--- config.mk ---
export PLATFORM = sky130hd
export DESIGN_NAME = irq_status_ctrl
export DESIGN_NICKNAME = d
export VERILOG_FILES = /design/src/rtl/irq_status_pkg.sv /design/src/rtl/irq_event_latch.sv /design/src/rtl/irq_reg_if.sv /design/src/rtl/irq_line_gen.sv /design/src/rtl/irq_status_ctrl.sv
export SDC_FILE = /design/constraint.sdc
export NUM_CORES = 1
export LEC_CHECK = 0
export ABC_AREA = 1
export CAP_MARGIN = 10
export CORE_MARGIN = 2
export CORE_UTILIZATION = 50
export CTS_BUF_LIST = sky130_fd_sc_hd__clkbuf_16
export CTS_CLUSTER_SIZE = 25
export DETAILED_ROUTE_END_ITERATION = 10
export DONT_BUFFER_PORTS = 1
export PLACE_DENSITY = 0.76
export SLEW_MARGIN = 15
export SYNTH_ARGS = -nofsm -noshare
export SYNTH_HDL_FRONTEND = slang
export SYNTH_SLANG_ARGS = --single-unit
--- constraint.sdc ---
create_clock -name clk -period 1.82 [get_ports clk]
set_input_delay 0.273 -clock clk [delete_from_list [all_inputs] [get_ports clk]]
set_output_delay 0.273 -clock clk [all_outputs]
set_load 0.02 [all_outputs]
--- src/rtl/irq_status_pkg.sv ---
// Package: shared constants and types for the interrupt status controller.
// Assumes: five level sources occupy the low bits, three event sources the high bits.
package irq_status_pkg;

    localparam int NUM_LVL = 5;
    localparam int NUM_EVT = 3;
    localparam int NUM_SRC = NUM_LVL + NUM_EVT;

    // Bit position of each source in the source and pending words.
    typedef enum logic [2:0] {
        SRC_CMD_LOW  = 3'd0,
        SRC_RSP_HIGH = 3'd1,
        SRC_OUT_LOW  = 3'd2,
        SRC_IN_HIGH  = 3'd3,
        SRC_IBQ_HIGH = 3'd4,
        SRC_RSP_EVT  = 3'd5,
        SRC_IBI_EVT  = 3'd6,
        SRC_ADDR_EVT = 3'd7
    } src_idx_e;

    // How a sticky event bit is released.
    typedef enum logic [0:0] {
        CLR_W1C_WHEN_EMPTY = 1'b0,
        CLR_AUTO_NONEMPTY  = 1'b1
    } clr_rule_e;

    // Release rule for event slot k (0 = response, 1 = in-band, 2 = address).
    function automatic clr_rule_e evt_clr_rule(input int k);
        return (k == 2) ? CLR_AUTO_NONEMPTY : CLR_W1C_WHEN_EMPTY;
    endfunction

endpackage

--- src/rtl/irq_event_latch.sv ---
// Module: one sticky event bit with a FIFO-gated release.
// Assumes: evt_i is a single-cycle pulse. A set and a clear in the same
// cycle leave the bit set. RULE selects write-one-to-clear gated by an empty
// FIFO, or an automatic release while the FIFO holds data.
module irq_event_latch
    import irq_status_pkg::*;
#(
    parameter clr_rule_e RULE = CLR_W1C_WHEN_EMPTY
) (
    input  logic clk,
    input  logic rst_n,
    input  logic evt_i,
    input  logic w1c_i,
    input  logic fifo_empty_i,
    output logic flag_o
);

    logic clr_w;

    generate
        if (RULE == CLR_W1C_WHEN_EMPTY) begin : g_w1c
            // Release needs a software write and a drained FIFO.
            assign clr_w = w1c_i & fifo_empty_i;
        end else begin : g_auto
            logic unused_w1c;
            assign unused_w1c = w1c_i;
            // Release as soon as the FIFO holds data.
            assign clr_w = ~fifo_empty_i;
        end
    endgenerate

    // Hold the flag: the set has priority, then the release.
    always_ff @(posedge clk) begin
        if (!rst_n)
            flag_o <= 1'b0;
        else if (evt_i)
            flag_o <= 1'b1;
        else if (clr_w)
            flag_o <= 1'b0;
    end

endmodule

--- src/rtl/irq_reg_if.sv ---
// Module: register decode for the mask, pending and source words.
// Assumes: one strobe per access. Read data is loaded on the read strobe and
// held until the next one. Writes to the pending word are returned as
// per-bit write-one-to-clear requests.
module irq_reg_if
    import irq_status_pkg::*;
#(
    parameter int DATA_W    = 32,
    parameter int ADDR_W    = 4,
    parameter int MASK_ADDR = 0,
    parameter int PEND_ADDR = 1,
    parameter int SRC_ADDR  = 2
) (
    input  logic               clk,
    input  logic               rst_n,
    input  logic [ADDR_W-1:0]  addr_i,
    input  logic               wr_i,
    input  logic [DATA_W-1:0]  wdata_i,
    input  logic               rd_i,
    input  logic [NUM_SRC-1:0] src_i,
    input  logic [NUM_SRC-1:0] pend_i,
    output logic [NUM_SRC-1:0] mask_o,
    output logic [NUM_SRC-1:0] w1c_o,
    output logic [DATA_W-1:0]  rdata_o
);

    localparam int PAD_W = DATA_W - NUM_SRC;

    logic [DATA_W-1:0] rd_mux;
    logic              hit_mask;
    logic              hit_pend;
    logic              hit_src;
    logic [PAD_W-1:0]  unused_wdata_hi;

    assign unused_wdata_hi = wdata_i[DATA_W-1:NUM_SRC];

    // Address decode.
    assign hit_mask = (addr_i == ADDR_W'(MASK_ADDR));
    assign hit_pend = (addr_i == ADDR_W'(PEND_ADDR));
    assign hit_src  = (addr_i == ADDR_W'(SRC_ADDR));

    // Mask storage.
    always_ff @(posedge clk) begin
        if (!rst_n)
            mask_o <= '0;
        else if (wr_i && hit_mask)
            mask_o <= wdata_i[NUM_SRC-1:0];
    end

    // Clear requests from a write to the pending word.
    always_comb begin
        w1c_o = '0;
        if (wr_i && hit_pend)
            w1c_o = wdata_i[NUM_SRC-1:0];
    end

    // Read selection, zero-extended; unmapped addresses give 0.
    always_comb begin
        rd_mux = '0;
        if (hit_mask)
            rd_mux = {{PAD_W{1'b0}}, mask_o};
        else if (hit_pend)
            rd_mux = {{PAD_W{1'b0}}, pend_i};
        else if (hit_src)
            rd_mux = {{PAD_W{1'b0}}, src_i};
    end

    // Registered read data, loaded on a read strobe.
    always_ff @(posedge clk) begin
        if (!rst_n)
            rdata_o <= '0;
        else if (rd_i)
            rdata_o <= rd_mux;
    end

endmodule

--- src/rtl/irq_line_gen.sv ---
// Module: registered interrupt line from the pending word.
// Assumes: pend_i is already masked; the line lags it by one cycle.
module irq_line_gen
    import irq_status_pkg::*;
(
    input  logic               clk,
    input  logic               rst_n,
    input  logic [NUM_SRC-1:0] pend_i,
    output logic               irq_o
);

    // OR-reduce the pending word into the line register.
    always_ff @(posedge clk) begin
        if (!rst_n)
            irq_o <= 1'b0;
        else
            irq_o <= |pend_i;
    end

endmodule

--- src/rtl/irq_status_ctrl.sv ---
// Module: top of the masked interrupt status controller.
// Assumes: threshold inputs are levels and event inputs are one-cycle pulses.
// FIFO flags come from the FIFOs themselves. Bits 4..0 of the source word
// are the levels and bits 7..5 are the sticky event bits.
module irq_status_ctrl
    import irq_status_pkg::*;
#(
    parameter int DATA_W    = 32,
    parameter int ADDR_W    = 4,
    parameter int MASK_ADDR = 0,
    parameter int PEND_ADDR = 1,
    parameter int SRC_ADDR  = 2
) (
    input  logic               clk,
    input  logic               rst_n,
    input  logic [NUM_LVL-1:0] thr_lvl_i,
    input  logic [NUM_EVT-1:0] evt_i,
    input  logic               rsp_fifo_empty_i,
    input  logic               ibq_fifo_empty_i,
    input  logic               out_fifo_empty_i,
    input  logic [ADDR_W-1:0]  reg_addr_i,
    input  logic               reg_wr_i,
    input  logic [DATA_W-1:0]  reg_wdata_i,
    input  logic               reg_rd_i,
    output logic [DATA_W-1:0]  reg_rdata_o,
    output logic               irq_o
);

    logic [NUM_SRC-1:0] src_w;
    logic [NUM_SRC-1:0] mask_w;
    logic [NUM_SRC-1:0] pend_w;
    logic [NUM_SRC-1:0] w1c_w;
    logic [NUM_EVT-1:0] sticky_w;
    logic [NUM_EVT-1:0] evt_empty_w;
    logic [NUM_LVL-1:0] unused_w1c_lvl;

    // Level bits ignore clear requests.
    assign unused_w1c_lvl = w1c_w[NUM_LVL-1:0];

    // FIFO flag that governs each event slot.
    assign evt_empty_w = {out_fifo_empty_i, ibq_fifo_empty_i, rsp_fifo_empty_i};

    // One sticky cell per event source, with its release rule from the package.
    generate
        for (genvar k = 0; k < NUM_EVT; k++) begin : g_evt
            irq_event_latch #(
                .RULE(evt_clr_rule(k))
            ) u_latch (
                .clk          (clk),
                .rst_n        (rst_n),
                .evt_i        (evt_i[k]),
                .w1c_i        (w1c_w[NUM_LVL+k]),
                .fifo_empty_i (evt_empty_w[k]),
                .flag_o       (sticky_w[k])
            );
        end
    endgenerate

    // Raw and masked words.
    assign src_w  = {sticky_w, thr_lvl_i};
    assign pend_w = src_w & mask_w;

    irq_reg_if #(
        .DATA_W    (DATA_W),
        .ADDR_W    (ADDR_W),
        .MASK_ADDR (MASK_ADDR),
        .PEND_ADDR (PEND_ADDR),
        .SRC_ADDR  (SRC_ADDR)
    ) u_reg_if (
        .clk     (clk),
        .rst_n   (rst_n),
        .addr_i  (reg_addr_i),
        .wr_i    (reg_wr_i),
        .wdata_i (reg_wdata_i),
        .rd_i    (reg_rd_i),
        .src_i   (src_w),
        .pend_i  (pend_w),
        .mask_o  (mask_w),
        .w1c_o   (w1c_w),
        .rdata_o (reg_rdata_o)
    );

    irq_line_gen u_line (
        .clk    (clk),
        .rst_n  (rst_n),
        .pend_i (pend_w),
        .irq_o  (irq_o)
    );

endmodule

==> results.toml, run 1 <==
[timing]
maximum_clock_frequency_ghz = 0.962
layout_min_cycle_time_ns = 1.04
fin_crit_sh = 0.571
rsz0062_at_grt = "false"
hold_slack_ns = 0.147
maxSlewViolCount = 0
timing_hold_violations_final = 0
finalSetupTns_ns = 0
setup_slack_ns = 0.781
worst_clock_skew_ns = 0.00169
finalSetupViolations = 0

[yosys]
synth.cell_area_sq_mm = 0.00122
synthDominantAreaCellType = "sky130_fd_sc_hd__dfxtp_1"
synthTopCellsByArea = "sky130_fd_sc_hd__dfxtp_1 (33%), sky130_fd_sc_hd__buf_4 (15%), sky130_fd_sc_hd__nand3_1 (14%)"
count_of_flip_flops_with_a_built_in_enable_after_synthesis = 0
netlist-cell-type-count = 17
postSynthAreaPerCell_sq_um = 7.19
post_synth_inst_count = 170
async_reset_ff_frac = 0
synth-seq-area-share = 0.328
synth_warnings = 0
yosys_register_bits = 20
dominantRegCellSynth = "sky130_fd_sc_hd__dfxtp_1"
synth.top_cells.by_count = "sky130_fd_sc_hd__nand3_1 (33), sky130_fd_sc_hd__nand2_1 (26), sky130_fd_sc_hd__buf_4 (25)"
netlist.area_leader.share = 0.328
synth.most_common_cell = "sky130_fd_sc_hd__nand3_1"

[clock_network]
postCtsHoldBufs = 0
cts_root_buffer = "sky130_fd_sc_hd__clkbuf_16"
clock_insertion_delay_worst_skew_ns = 0.25
cts.path.max_buffers = 2
cts.sinks = 20
cts_inserted_buffers = 3
clock_tree_from_tritoncts = "done"
cts_setup_buffers = 0
clkTransAtPathRegs_ns = 0.05
cts_resized = 0
htree_levels = 1

[grt]
grt_start_max_net_pins = 21
wire_length_of_the_first_global_routing_pass_mm = 3.63
gr-total-overflow = 0
antenna_found_initial = 0
vias_in_the_first_global_route = 830
grt.total_usage = 0.175

[hold_path]
holdCritStartpoint = "evt_i[2]"
worstHoldEndpoint = "g_evt[2].u_latch.flag_o"
min-delay-path-class = "in2reg"
whs_path_depth = 2

[routing]
via_count = 1010
drt-pass1-iter-count = 4
vias_per_cell = 5.13
drc_errors = 0
postRouteWirelength_mm = 2.34
final_antenna_net_count = 0
wire_per_inst_um = 11.9
drt_iter0_markers = 18

[final_layout]
num_antenna_cells = 0
final.fill_count = 202
synthToLayoutAreaGrowth_pct = 0.614
final_design_area_no_fill_sq_mm = 0.00123
drive_above_1_share = 0.0947
layout_net_count = 221

[power_and_ir_drop]
worst_voltage_drop_across_the_vdd_grid_mv = 0.534
cellLeakagePower_uw = 0.000551
finalPower_uw = 1160
pwr_density_cell_mw_per_mm2 = 943

[flow_run]
max_cap_violations = 0

[floorplanning]
initial_core_util = 0.542
die_area_sq_mm = 0.00286
io_pins = 84
die-width_um = 53.4
core_sq_mm = 0.00225
die_height_um = 53.4
row_count = 17

[worst_setup_path]
r2r_slack_ns = 0.86
timing_worst_setup_path_type = "in2reg"
reg2reg_depth = 6
endpoint_kind = "flip-flop"
critPathMaxFanout = 20
worstReg2RegStart = "u_reg_if.mask_o[0]"
timing.rr.end = "u_reg_if.rdata_o[0]"
cp_data_arrival_time_ns = 1.18
cp_data_required_time_ns = 1.96
worstSetupStartpointType = "input pin"

[placed_design]
gpl.final_weighted_congestion = 0.800
place_ws_ns = 0.544
port_buffers = 0
detailedPlacementHpwl_mm = 1.77
postPlaceCellArea_sq_mm = 0.00112

[outcome]
run_status = "complete, no violations"
==> registers in the layout, summed over array words and instances, names as in the netlist <==
register and count:
u_line.irq_o 1, u_reg_if.rdata_o 8, u_reg_if.mask_o 8, g_evt.u_latch.flag_o 3
==> cell families (layout without fill, tap and decap cells) <==
logic type / after synthesis / count (layout) / synth area share
buf+inv: 51 / 27 / 0.253
other cells: 1 / 24 / 0.00307
compound gates: 29 / 29 / 0.131
flops: 20 / 20 / 0.328
simple gates: 69 / 69 / 0.286
==> final cells by class <==
| class | count | area (sq um) | share of cell area |
|---|---|---|---|
| sequential | 20 | 400 | 0.326 |
| clock buffer | 3 | 75.1 | 0.0610 |
| tap | 28 | 35.0 | 0.0285 |
| timing repair buffer | 1 | 7.51 | 0.00610 |
| inverter | 22 | 82.6 | 0.0671 |
| clock inverter | 1 | 30.0 | 0.0244 |
| multi-input combinational | 122 | 599 | 0.487 |
==> per-layer routing <==
metal  part of all wire  global-route usage  up-vias
li1                   -                   -      502
met1               0.38               0.199      461
met2               0.51               0.305       44
met3               0.10              0.0621        3
met4             0.0081              0.0513        0
met5                  0                   0        -
==> worst max-delay path, cell delays in order <==
cell	delay, ns
sky130_fd_sc_hd__nor2_4	0.37
sky130_fd_sc_hd__nand3_4	0.25
sky130_fd_sc_hd__o21ai_0	0.22
sky130_fd_sc_hd__a21oi_1	0.05
==> per-stage QoR <==
stage	util	cells
2_1_floorplan	-	193
3_3_place_gp	0.499	193
3_5_place_dp	0.499	193
4_1_cts	0.546	197
5_1_grt	0.546	197
6_report	0.546	197
==> worst max-delay path by stage <==
| stage | slack, ns | to | from | cells after the start |
|---|---|---|---|---|
| floorplan | 0.81 | g_evt[0].u_latch.flag_o | reg_addr_i[3] | 5 |
| global placement | 0.58 | u_reg_if.rdata_o[5] | reg_addr_i[3] | 6 |
| detailed placement | 0.54 | u_reg_if.mask_o[0] | reg_addr_i[3] | 4 |
| CTS | 0.80 | u_reg_if.mask_o[4] | reg_addr_i[3] | 4 |
| global route | 0.62 | u_reg_if.mask_o[7] | reg_addr_i[3] | 4 |
| finish | 0.78 | u_reg_if.mask_o[0] | reg_addr_i[3] | 4 |
==> power by group <==
part | internal (uW) | switching [uW]
combinational | 20.3 | 85.4
clock | 436 | 157
sequential | 449 | 11.3
total | 906 | 254
==> cell usage in the layout, fill, tap and decap left out <==
cell type / count
sky130_fd_sc_hd__nand4_1: 2
sky130_fd_sc_hd__inv_1: 20
sky130_fd_sc_hd__nand3_1: 33
sky130_fd_sc_hd__inv_2: 2
sky130_fd_sc_hd__nor2_1: 3
sky130_fd_sc_hd__nand3_4: 1
sky130_fd_sc_hd__bufinv_16: 1
sky130_fd_sc_hd__nor2_4: 4
sky130_fd_sc_hd__a21oi_1: 15
sky130_fd_sc_hd__clkbuf_16: 3
sky130_fd_sc_hd__nand2_1: 26
sky130_fd_sc_hd__buf_4: 1
sky130_fd_sc_hd__dfxtp_1: 20
sky130_fd_sc_hd__o21ai_0: 6
sky130_fd_sc_hd__conb_1: 24
sky130_fd_sc_hd__a21oi_2: 4
sky130_fd_sc_hd__o21ai_1: 4
(Power assumes the default switching activity.)
==> run 2, diff against run 1 <==
clock period = 1 ns   (was 1.82 ns; I/O delays follow)
==> run 2 against run 1 <==
  * Cell count increased by 5.1%
  * Global-route usage increased by 2.9 points
  * Total power increased by 84%
  * Cell area increased by 7.7%
  * Setup slack got worse by 0.70 ns
  * Sequential power increased by 81%
  * Combinational power increased by 100%
  * Critical path type is now reg2reg
  * Critical endpoint is now u_reg_if.rdata_o[4]
  * Largest cell class unchanged
  * Highest routed layer unchanged
==> results.toml, run 2 (synthesis results as in run 1) <==
[hold_path]
holdCritStartpoint = "evt_i[2]"
min-delay-path-class = "in2reg"
whs_path_depth = 2
worstHoldEndpoint = "g_evt[2].u_latch.flag_o"

[clock_network]
htree_levels = 1
clock_insertion_delay_worst_skew_ns = 0.25
clkTransAtPathRegs_ns = 0.06
clock_tree_from_tritoncts = "done"
cts_root_buffer = "sky130_fd_sc_hd__clkbuf_16"
cts_setup_buffers = 0
cts.path.max_buffers = 2
postCtsHoldBufs = 0
cts.sinks = 20
cts_inserted_buffers = 3

[routing]
vias_per_cell = 5.20
drc_errors = 0
final_antenna_net_count = 0
via_count = 1077
postRouteWirelength_mm = 2.49
wire_per_inst_um = 12.0
drt_iter0_markers = 25
drt-pass1-iter-count = 4

[grt]
vias_in_the_first_global_route = 989
wire_length_of_the_first_global_routing_pass_mm = 4.23
grt.total_usage = 0.205
grt_start_max_net_pins = 17
gr-total-overflow = 0
antenna_found_initial = 0

[power_and_ir_drop]
worst_voltage_drop_across_the_vdd_grid_mv = 0.976
cellLeakagePower_uw = 0.000616
pwr_density_cell_mw_per_mm2 = 1610
finalPower_uw = 2140

[floorplanning]
io_pins = 84
die_area_sq_mm = 0.00286
die_height_um = 53.4
initial_core_util = 0.542
core_sq_mm = 0.00225
die-width_um = 53.4
row_count = 17

[final_layout]
num_antenna_cells = 0
most_frequent_cells_in_the_layout = "sky130_fd_sc_hd__nand3_1 (32), sky130_fd_sc_hd__nand2_1 (26), sky130_fd_sc_hd__conb_1 (24)"
post-route-util = 0.588
multiInputGateArea_sq_um = 604
layout.cells.most_common = "sky130_fd_sc_hd__nand3_1"
layout_net_count = 231
final-instance-count-excl-fill = 207
drive_above_1_share = 0.162
largest_registers = "u_reg_if.mask_o: 8 flops, u_reg_if.rdata_o: 8 flops, g_evt.u_latch.flag_o: 3 flops"
synthToLayoutAreaGrowth_pct = 8.39
final.fill_count = 204
final-seq-area_sq_um = 403

[timing]
maxSlewViolCount = 0
fin_crit_sh = 0.918
layout_min_cycle_time_ns = 0.918
hold_slack_ns = 0.0177
finalSetupTns_ns = 0
maximum_clock_frequency_ghz = 1.09
timing_hold_violations_final = 0
finalSetupViolations = 0
rsz0062_at_grt = "false"
worst_clock_skew_ns = 0.00378

[flow_run]
max_cap_violations = 0

[worst_setup_path]
cp_data_arrival_time_ns = 1.11
timing.rr.end = "u_reg_if.rdata_o[4]"
critPathMaxFanout = 3
worstReg2RegStart = "u_reg_if.mask_o[4]"
r2r_slack_ns = 0.08
endpoint_kind = "flip-flop"
critical_path.max_stage_delay_ns = 0.37
critical_path.slowest_cell = "sky130_fd_sc_hd__dfxtp_1"
cp_data_required_time_ns = 1.19
timing_worst_setup_path_type = "reg2reg"
reg2reg_depth = 6
worstSetupStartpointType = "flip-flop"
critical_path.cell_chain = "nand2_1 -> inv_1 -> nand3_1 -> nand3_1 -> nand2_1 -> a21oi_2"

[placed_design]
placedCellCount = 203
gpl.final_weighted_congestion = 0.848
detailedPlacementHpwl_mm = 1.96
port_buffers = 0

[outcome]
run_status = "complete, no violations"
[run 2: report_power, final]
part	internal [uW]	leakage (uW)	switching, uW
Sequential	818	0.000163	16.7
Combinational	50.9	0.000402	163
Clock	794	0.0000511	294
[run 2: critical path, delay by kind of cell, from the launching register on]
family	cells	cell delay [ns]
AOI/OAI and AO/OA	1	0.10
buffers and inverters	1	0.07
DFF	1	0.37
and+or+nand+nor	4	0.30
[run 2: repair_timing]
item                                   in CTS  in global routing
setup endpoints to repair                   0                  3
endpoints found under the hold margin       0                  0
resized for setup                           0                  3
[run 2: metal layers]
layer	vias to the layer above	part of all wire	global-route usage
met5	-	0	0
met4	0	0.023	0.0855
met3	9	0.095	0.0650
met2	53	0.50	0.352
met1	495	0.38	0.229
li1	520	-	-
[run 2: through the flow]
| step | worst slack, ns | area [sq um] |
|---|---|---|
| floorplan | 0.110 | 1310 |
| detailed placement | 0.0173 | 1210 |
| global placement | 0.0558 | 1210 |
| global route | 0.00754 | 1330 |
| CTS | 0.0825 | 1320 |
| finish | 0.0822 | 1330 |
[run 2: area by class of cell]
cell class / instances / share of cell area
clock buffer: 3 / 0.0567
clock inverter: 1 / 0.0227
inverter: 22 / 0.0623
multi-input combinational: 122 / 0.456
sequential: 20 / 0.304
tap: 28 / 0.0264
timing repair buffer: 11 / 0.0718
[run 2: worst max-delay path by stage]
stage / from / to / slack, ns / cells past startpoint
after floorplan: reg_addr_i[3] / g_evt[0].u_latch.flag_o / 0.11 / 5
after global placement: reg_addr_i[3] / g_evt[0].u_latch.flag_o / 0.06 / 5
after detailed placement: reg_addr_i[3] / g_evt[1].u_latch.flag_o / 0.02 / 5
after CTS: g_evt[1].u_latch.flag_o / u_reg_if.rdata_o[6] / 0.08 / 6
after global routing: u_reg_if.mask_o[6] / u_reg_if.rdata_o[6] / 0.008 / 6
final: u_reg_if.mask_o[4] / u_reg_if.rdata_o[4] / 0.08 / 6
